--- src/rtl/seglim_pkg.sv ---
// Package: shared encodings for the segment limit checker.
// Assumes: nothing beyond standard SystemVerilog.
package seglim_pkg;

    // Selects what a request checks
    typedef enum logic {
        CHK_SEGMENT = 1'b0,
        CHK_TABLE   = 1'b1
    } chk_mode_e;

    // Access width encoding carried on size_code
    typedef enum logic [1:0] {
        SZ_BYTE  = 2'd0,
        SZ_WORD  = 2'd1,
        SZ_DWORD = 2'd2,
        SZ_BAD   = 2'd3
    } acc_size_e;

endpackage

--- src/rtl/seglim_bounds.sv ---
// Module: seglim_bounds
// Tests a multi-byte access against an expand-up or expand-down segment.
// Uses an ADDR_W+1 bit sum so that a span past the top never wraps.
// Assumes SMALL_TOP_W < ADDR_W.
module seglim_bounds
    import seglim_pkg::*;
#(
    parameter int ADDR_W      = 32,
    parameter int SMALL_TOP_W = 16
) (
    input  logic [ADDR_W-1:0] eff_limit,
    input  logic              exp_down,
    input  logic              big,
    input  logic [ADDR_W-1:0] offset,
    input  logic [1:0]        size_code,
    output logic              fault
);
    localparam int EXT_W = ADDR_W + 1;
    localparam logic [EXT_W-1:0] SMALL_TOP =
        {{(EXT_W-SMALL_TOP_W){1'b0}}, {SMALL_TOP_W{1'b1}}};
    localparam logic [EXT_W-1:0] LARGE_TOP = {1'b0, {ADDR_W{1'b1}}};

    logic [2:0]       span_add;
    logic             bad_size;
    logic [EXT_W-1:0] offset_ext;
    logic [EXT_W-1:0] limit_ext;
    logic [EXT_W-1:0] span_last;
    logic [EXT_W-1:0] lower_ext;
    logic [EXT_W-1:0] upper_ext;
    logic             up_fault;
    logic             down_fault;

    // Decode access size into the distance to its last byte
    always_comb begin
        bad_size = 1'b0;
        unique case (acc_size_e'(size_code))
            SZ_BYTE:  span_add = 3'd0;
            SZ_WORD:  span_add = 3'd1;
            SZ_DWORD: span_add = 3'd3;
            default: begin
                span_add = 3'd0;
                bad_size = 1'b1;
            end
        endcase
    end

    // Form the extended first byte, last byte and bounds
    always_comb begin
        offset_ext = {1'b0, offset};
        limit_ext  = {1'b0, eff_limit};
        span_last  = offset_ext + {{(EXT_W-3){1'b0}}, span_add};
        lower_ext  = limit_ext + {{(EXT_W-1){1'b0}}, 1'b1};
        upper_ext  = big ? LARGE_TOP : SMALL_TOP;
    end

    // Compare against the range of each direction and merge
    always_comb begin
        up_fault   = span_last > limit_ext;
        down_fault = (offset_ext < lower_ext) || (span_last > upper_ext);
        fault      = bad_size | (exp_down ? down_fault : up_fault);
    end
endmodule

--- config.mk ---
export PLATFORM = sky130hd
export DESIGN_NAME = seglim_bounds
export DESIGN_NICKNAME = d
export VERILOG_FILES = /design/src/rtl/seglim_pkg.sv /design/src/rtl/seglim_bounds.sv
export SDC_FILE = /design/constraint.sdc
export NUM_CORES = 1
export LEC_CHECK = 0
export CAP_MARGIN = 10
export CORE_ASPECT_RATIO = 0.9
export CORE_UTILIZATION = 44
export DETAILED_ROUTE_END_ITERATION = 8
export GPL_TIMING_DRIVEN = 0
export PLACE_DENSITY = 0.71
export SYNTH_ARGS = -nofsm -noshare
export SYNTH_HDL_FRONTEND = slang
export SYNTH_SLANG_ARGS = --single-unit
--- constraint.sdc ---
create_clock -name vclk -period 5.91
set_input_delay 1.182 -clock vclk [all_inputs]
set_output_delay 1.182 -clock vclk [all_outputs]
set_load 0.02 [all_outputs]
Yosys cells after proc, flatten, opt, wreduce, memory -nomap -nowiden
Index checks and enable logic that the tools add are counted.
{"block": "totals", "regBits": 0, "elab_cells": 15, "inputBits": 68, "output_inout_bits": 1}
{"block": "op_classes", "n_eq_ne": 2, "add_sub_neg": 2, "bitwise_logic": 1, "magnitude_cmp": 3, "n_reduce_logical": 3, "n_mux": 4}
{"operator": "greater-than comparator 33 x 32 -> 1 bit", "n": 2}
{"operator": "adder 32 x 1 -> 33 bit, second input constant", "n": 1}
{"operator": "adder 32 x 3 -> 33 bit", "n": 1}
{"operator": "< comparator 32 x 33 -> 1 bit", "n": 1}
{"operator": "2-to-1 mux 32 bit", "n": 1}
{"operator": "one-hot mux 2 bit (2 select lines)", "n": 1}
{"operator": "OR reduction 3 bit", "n": 1}
{"operator": "equality test 2 x 1 -> 1 bit, second input constant", "n": 1}
{"operator": "equality test 2 bit, second input constant", "n": 1}
{"operator": "zero test 2 bit", "n": 1}
{"operator": "2-to-1 mux 1 bit", "n": 2}
{"operator": "logical OR 1 bit", "n": 1}
{"operator": "OR 1 bit", "n": 1}

Longest topological paths before layout
Gate-level depths: netlist of the first run.
{"block": "logic_depth", "ltp_word": 7, "depth_mapped": 18, "ltp_nobuf": 18}

Worst setup path before layout of the first run
OpenSTA, ideal clock, no wires.
{"block": "synth_timing", "path_type": "input-to-output", "start": "input port size_code[0]", "end": "output port fault", "arrival_time_ps": 4425, "setup_slack_ps": 303, "path_buffers": 1, "path_stages": 18, "required_time_ps": 4728, "cell_sequence": "inv_1 -> ha_1 -> inv_1 -> ha_1 -> fa_1 -> buf_2 -> nand2_2 -> nor4_2 -> nand3_1 -> xnor2_1 -> ha_1 -> nand3_1 -> nand2_1 -> a211oi_2 -> o211ai_1 -> or4_1 -> a21oi_1 -> o21ai_1"}
{"block": "synth_via", "elab_chain_len": 7, "elab_cells_between_ends": 12, "cone_classes": "add/sub: 1; order compare: 2; eq/ne: 2; mux: 3; bitwise: 1; reduce/logical: 3"}
{"element": "start, declared", "line": "seglim_bounds.sv:15", "text": "input logic [1:0] size_code,"}
{"element": "equality test 2 bit or equality test 2 x 1 -> 1 bit (tied branches)", "line": "seglim_bounds.sv:36", "text": "unique case (acc_size_e'(size_code))"}
{"element": "one-hot mux 2 bit (2 select lines)", "line": "seglim_bounds.sv:36"}
{"element": "adder 32 x 3 -> 33 bit", "line": "seglim_bounds.sv:51", "text": "span_last = offset_ext + {{(EXT_W-3){1'b0}}, span_add};"}
{"element": "greater-than comparator 33 x 32 -> 1 bit", "line": "seglim_bounds.sv:59", "text": "down_fault = (offset_ext < lower_ext) || (span_last > upper_ext);"}
{"element": "logical OR 1 bit", "line": "seglim_bounds.sv:59"}
{"element": "2-to-1 mux 1 bit", "line": "seglim_bounds.sv:60", "text": "fault = bad_size | (exp_down ? down_fault : up_fault);"}
{"element": "OR 1 bit (*)", "line": "seglim_bounds.sv:60"}
{"element": "end, declared", "line": "seglim_bounds.sv:16", "text": "output logic fault"}
Mark *: on every way between the ends. The rest lies on a longest branch, timed or not.

Worst setup path after layout of the first run
Same ends and word-level chain as after synthesis.

==> results of run 1 <==
==> cell usage after synthesis (2+ instances only) <==
cell type	instances	area [sq um]
nand2_1	42	158
o21ai_1	2	10.0
a31oi_1	3	18.8
a211oi_1	6	45.0
or3_1	2	12.5
xnor2_1	51	447
and3_1	15	93.8
nor4_2	2	25.0
xor2_1	8	70.1
ha_1	84	1050
inv_1	38	143
o211ai_1	3	22.5
nor3_1	7	35.0
nand3_1	30	150
nand4_1	16	100
nor4_1	4	25.0
a21o_1	3	22.5
nand2b_1	3	18.8
a221oi_1	4	35.0
a21oi_1	26	130
and2_1	2	12.5
and4_1	10	87.6
o2111ai_1	2	17.5
o21ai_0	14	70.1
nor2_1	17	63.8
and4b_1	2	20.0
==> worst max path at each step <==
stage	start	end	slack, ns	depth (start not counted)
after floorplan	size_code[0]	fault	0.30	18
after global placement	size_code[0]	fault	-1.17	20
after detailed placement	size_code[0]	fault	-1.24	20
after CTS	eff_limit[2]	fault	0.004	17
after global routing	eff_limit[8]	fault	-0.05	17
final	size_code[0]	fault	0.1	21
==> layout make-up <==
| class | instances | area, sq um | share of cell area (%) |
|---|---|---|---|
| Buffer | 1 | 7.51 | 0.171 |
| Inverter | 38 | 145 | 3.30 |
| Multi-Input combinational cell | 375 | 3290 | 74.9 |
| Tap cell | 90 | 113 | 2.56 |
| Timing Repair Buffer | 89 | 840 | 19.1 |
==> critical path, delay by kind of cell <==
| kind | cells | cell delay [ns] |
|---|---|---|
| adder cells (fa/ha/maj) | 3 | 0.61 |
| AND/OR/NAND/NOR | 9 | 1.63 |
| AO/OA/AOI/OAI | 3 | 0.53 |
| buffers and inverters | 5 | 0.49 |
| XOR/XNOR | 1 | 0.17 |
==> cells in the final DEF, fill, tap and decap left out, types with 3 or more instances in the layout <==
cell / synthesis / layout
a211oi_1: 6 / 5
a21o_1: 3 / 3
a21oi_1: 26 / 24
a221oi_2: 0 / 3
a31oi_1: 3 / 3
and3_1: 15 / 9
and3_4: 0 / 4
and4_1: 10 / 8
buf_4: 1 / 20
buf_6: 0 / 3
clkbuf_2: 0 / 5
clkdlybuf4s50_1: 0 / 36
dlygate4sd2_1: 0 / 10
dlymetal6s2s_1: 0 / 14
ha_1: 84 / 79
ha_4: 0 / 4
inv_1: 38 / 36
nand2_1: 42 / 35
nand2_2: 1 / 6
nand3_1: 30 / 23
nand3_4: 0 / 6
nand4_1: 16 / 16
nor2_1: 17 / 16
nor3_1: 7 / 5
nor4_1: 4 / 3
o211ai_1: 3 / 3
o21ai_0: 14 / 13
o21ai_1: 2 / 3
xnor2_1: 51 / 42
xnor2_2: 1 / 9
xor2_1: 8 / 8
==> what timing repair did <==
item                                    4_1_cts  5_1_grt
endpoints found under the setup margin        1        1
resized for setup                            63       69
endpoints found under the hold margin         0        0
pin swaps                                    25       22
buffers inserted                             12        8
==> metrics by stage <==
| stage | cell area (sq um) | hold slack, ns |
|---|---|---|
| after floorplan | 3070 | 2.62 |
| after global placement | 3870 | 3.58 |
| after detailed placement | 3870 | 3.56 |
| after CTS | 4100 | 2.92 |
| after global routing | 4400 | 2.93 |
| final | 4400 | 2.90 |
==> cells by family after synthesis <==
group                      share of synthesized area, %
AOI/OAI and AO/OA                                  13.8
xor gates and xnor gates                           17.4
adders and majority gates                          34.9
buffers and inverters                              5.05
and+or+nand+nor                                    28.9
==> where the power goes <==
| group | leakage (nW) | switching [W] | total, W | internal, W |
|---|---|---|---|---|
| clock | 0 | 0 | 0 | 0 |
| sequential | 0 | 0 | 0 | 0 |
| combinational | 2.13 | 0.000145 | 0.000278 | 0.000133 |
==> layer usage <==
metal / vias to the layer above / share of wire (%) / global-route usage (%)
met5: - / 0 / 0
met2: 92 / 49 / 45.8
met3: 10 / 5.3 / 1.40
met1: 1584 / 45 / 32.5
met4: 0 / 0.89 / 2.74
li1: 1720 / - / -
==> impl_results.md, run 1 <==
- Status: finished, final reports clean
- Die Y: 81.3 um
- Routed WL: 9560 um
- Finished Layout Cells: 593
- FF+latch area: 0 sq um
- Core Util, Final: 66.1%
- LEAKAGE: 2.13 nW
- First-pass GRT wire length: 14800 um
- Crit path max fanout: 4
- Critical path type: in -> out
- Final setup margin: 0.0993 ns
- Max-Cap Viols: 0
- Number of cells after detailed placement: 574
- Syn Nets: 568
- Max Slew Vio Count: 0
- Core area: 6660 sq um
- Post-synthesis sequential area ratio: 0%
- Port bufs: 69
- Overall power: 0.000278 W
- Vias in the first global route: 3213
- Peak supply drop: 0.0300 mV
- Global Route Usage Sum: 24.6%
- Mapped Area: 3070 sq um
- Cell Chain, Critical Path: buf_6 -> inv_2 -> ha_4 -> inv_4 -> ha_4 -> a21o_1 -> and4_4 -> nand3_4 -> nor2_4 -> buf_6 -> nand2_2 -> xnor2_2 -> ha_1 -> and4_1 -> and4b_2 -> nand4_1 -> and4b_1 -> nand4_1 -> a211oi_2 -> o21ai_1 -> buf_4
- Mapped Avg Cell Area: 7.40 sq um
- Gr ovfl total: 0
- Die ar.: 7320 sq um
- Hold wc startpoint: size_code[0]
- Initial drt markers: 131
- Slowest cell delay on critical path: 0.28 ns
- Slowest cell on the critical path: ha_1
- Crit path time final: 5.81 ns
- I/O pin cnt: 69
- Hold Path Cell Cnt: 5
- Ys Warns: 0
- Largest net degree at the start of global routing: 17
- Clk_buf instances: 0
- Max Freq: 0.172 GHz
- Area growth syn-to-layout: 43.2%
- Pre-CTS WS: -1.24 ns
- Crit path launch type: input pin
- Worst Tran Pin Value: 0.589 ns
- WP data required: 4.73 ns
- Post-route ant nets: 0
- Final TNS setup: 0 ns
- Number of core rows: 28
- Antenna Cells: 0
- Die X: 90.1 um
- Rel. slew slack: 60.7%
- Vias per cell: 5.74
- Final layout net count: 658
- Post-Syn Instances: 415
- # setup viols final: 0
- Hold_buf cts: 0
- Synth unique cells: 45
- Hold path endpoint: fault
- Flip-flop and latch count: 0
- Hold crit path type: in -> out
- Post-route DRC violation count: 0
- Layout cells sized above 1: 18.5%
- PD cells: 63.2 nW/um^2
- Routed WL per cell: 16.1 um
- Routed via count: 3406
- Starting Density: 46.1%
- Gpl congestion: 0.900
- CP arrival: 4.63 ns
- Tcrit/Tclk final: 98.3%
- Fill cells: 580
- Initial antenna violation count: 0
- Detailed Routing Iterations Pass 1: 4
- Detail Placement HPWL: 7630 um
- Final hold violation count: 0
- Crit. End Element: primary output
(Power assumes the default switching activity.)
==> run 2, diff against run 1 <==
CORE_ASPECT_RATIO = default   (was 0.9)
==> impl_results.md, run 2 (synthesis results as in run 1) <==
- Routed WL: 9180 um
- Area after DPL: 3860 sq um
- PD cells: 62.3 nW/um^2
- LEAKAGE: 2.16 nW
- Vias per cell: 5.77
- Antenna Cells: 0
- Status: finished, final reports clean
- Crit. End Element: primary output
- Commonest non-fill, non-tap cell in the layout: ha_1
- Worst Tran Pin Value: 0.544 ns
- Post-route ant nets: 0
- First-pass GRT wire length: 14700 um
- Final instance area: 4420 sq um
- Vias in the first global route: 3375
- WP data required: 4.73 ns
- Number of cells after detailed placement: 564
- Routed via count: 3399
- Area growth syn-to-layout: 43.8%
- Die ar.: 7320 sq um
- Starting Density: 45.5%
- Final layout net count: 664
- Max Freq: 0.172 GHz
- Crit path max fanout: 5
- Reg power frac: 0%
- Flip-flop and latch count: 0
- Largest net degree at the start of global routing: 17
- FF+latch area: 0 sq um
- Initial drt markers: 92
- Switching pwr: 0.000141 W
- Int Pwr: 0.000134 W
- Initial antenna violation count: 0
- Rel. slew slack: 63.7%
- Clk_buf instances: 0
- Combinational power share: 100.0%
- Detailed Routing Iterations Pass 1: 4
- Kind of cell adding the most delay to the critical path: simple AND/OR/NAND/NOR gates
- # setup viols final: 0
- Final TNS setup: 0 ns
- Net Sw Frac: 51.4%
- Final hold violation count: 0
- Clock power frac: 0%
- Gr ovfl total: 0
- Slowest cell on the critical path: clkdlybuf4s50_1
- Layout cells sized above 1: 17.5%
- Commonest non-fill, non-tap cells in the layout: ha_1, xnor2_1, clkdlybuf4s50_1
- Crit path launch type: input pin
- Tcrit/Tclk final: 98.5%
- Hold crit path type: in -> out
- Global Route Usage Sum: 24.2%
- Critical path type: in -> out
- Number of core rows: 30
- Slowest cell delay on critical path: 0.52 ns
- Gpl congestion: 0.888
- I/O pin cnt: 69
- Core Util, Final: 65.4%
- Post-route DRC violation count: 0
- Core area: 6760 sq um
- Cell Chain, Critical Path: clkdlybuf4s50_1 -> and3_4 -> nand3_4 -> nor4_4 -> buf_6 -> nand3_4 -> xnor2_2 -> ha_1 -> and4_1 -> and4b_1 -> nand4_1 -> and4b_1 -> nand4_1 -> a211oi_2 -> o21ai_1 -> buf_4
- Peak supply drop: 0.0311 mV
- Finished Layout Cells: 589
- Routed WL per cell: 15.6 um
- CP Buf/Inv Count: 3
- CP arrival: 4.64 ns
- Crit path time final: 5.82 ns
- Max-Cap Viols: 0
- Die Y: 85.6 um
- Port bufs: 69
- Max Slew Vio Count: 0
- Die X: 85.6 um
- Detail Placement HPWL: 7250 um
-- run 2: changes by cell type in the layout (fill, tap and decap cells not counted), sizes merged --
cell / delta
dlygate4sd2: -3
buf: +4
dlymetal6s2s: +4
clkdlybuf4s15: +1
clkbuf: -3
clkdlybuf4s50: +3
-- run 2: cell type report --
| cell class | count | area (sq um) |
|---|---|---|
| multi-input combinational | 375 | 3250 |
| fill | 559 | 2340 |
| timing repair buffer | 95 | 913 |
| inverter | 38 | 143 |
| tap | 80 | 100 |
| buffer | 1 | 7.51 |
-- run 2: power by group through the flow --
stage                     logic, W  clock network, W  registers (W)
after floorplan           0.000138                 0              0
after global placement    0.000235                 0              0
after detailed placement  0.000242                 0              0
after CTS                 0.000262                 0              0
after global routing      0.000308                 0              0
final                     0.000275                 0              0
-- run 2: through the flow --
stage	setup slack (ns)	total power [W]	hold WS (ns)
floorplan	0.303	0.000138	2.62
global placement	-1.29	0.000235	3.57
detailed placement	-1.31	0.000242	3.60
CTS	0.00380	0.000262	3.03
global route	-0.0451	0.000308	2.94
finish	0.0874	0.000275	2.91
-- run 2: worst paths after layout --
kind | start | to | depth (start not counted)
worst min-delay path | size_code[0] | fault | 5
worst max-delay path | offset[21] | fault | 16
-- run 2: metal layers --
metal / global-route usage (%) / vias to the layer above / share of wire (%)
li1: - / 1721 / -
met1: 29.1 / 1578 / 43
met2: 46.5 / 84 / 51
met3: 1.25 / 16 / 3.3
met4: 6.06 / 0 / 2.3
met5: 0 / - / 0
-- run 2: repair_timing --
action | CTS | global route
gates resized for setup | 63 | 46
endpoints found under the setup margin | 1 | 1
hold buffers | 0 | 0
pin swaps | 29 | 24
setup buffers | 14 | 12
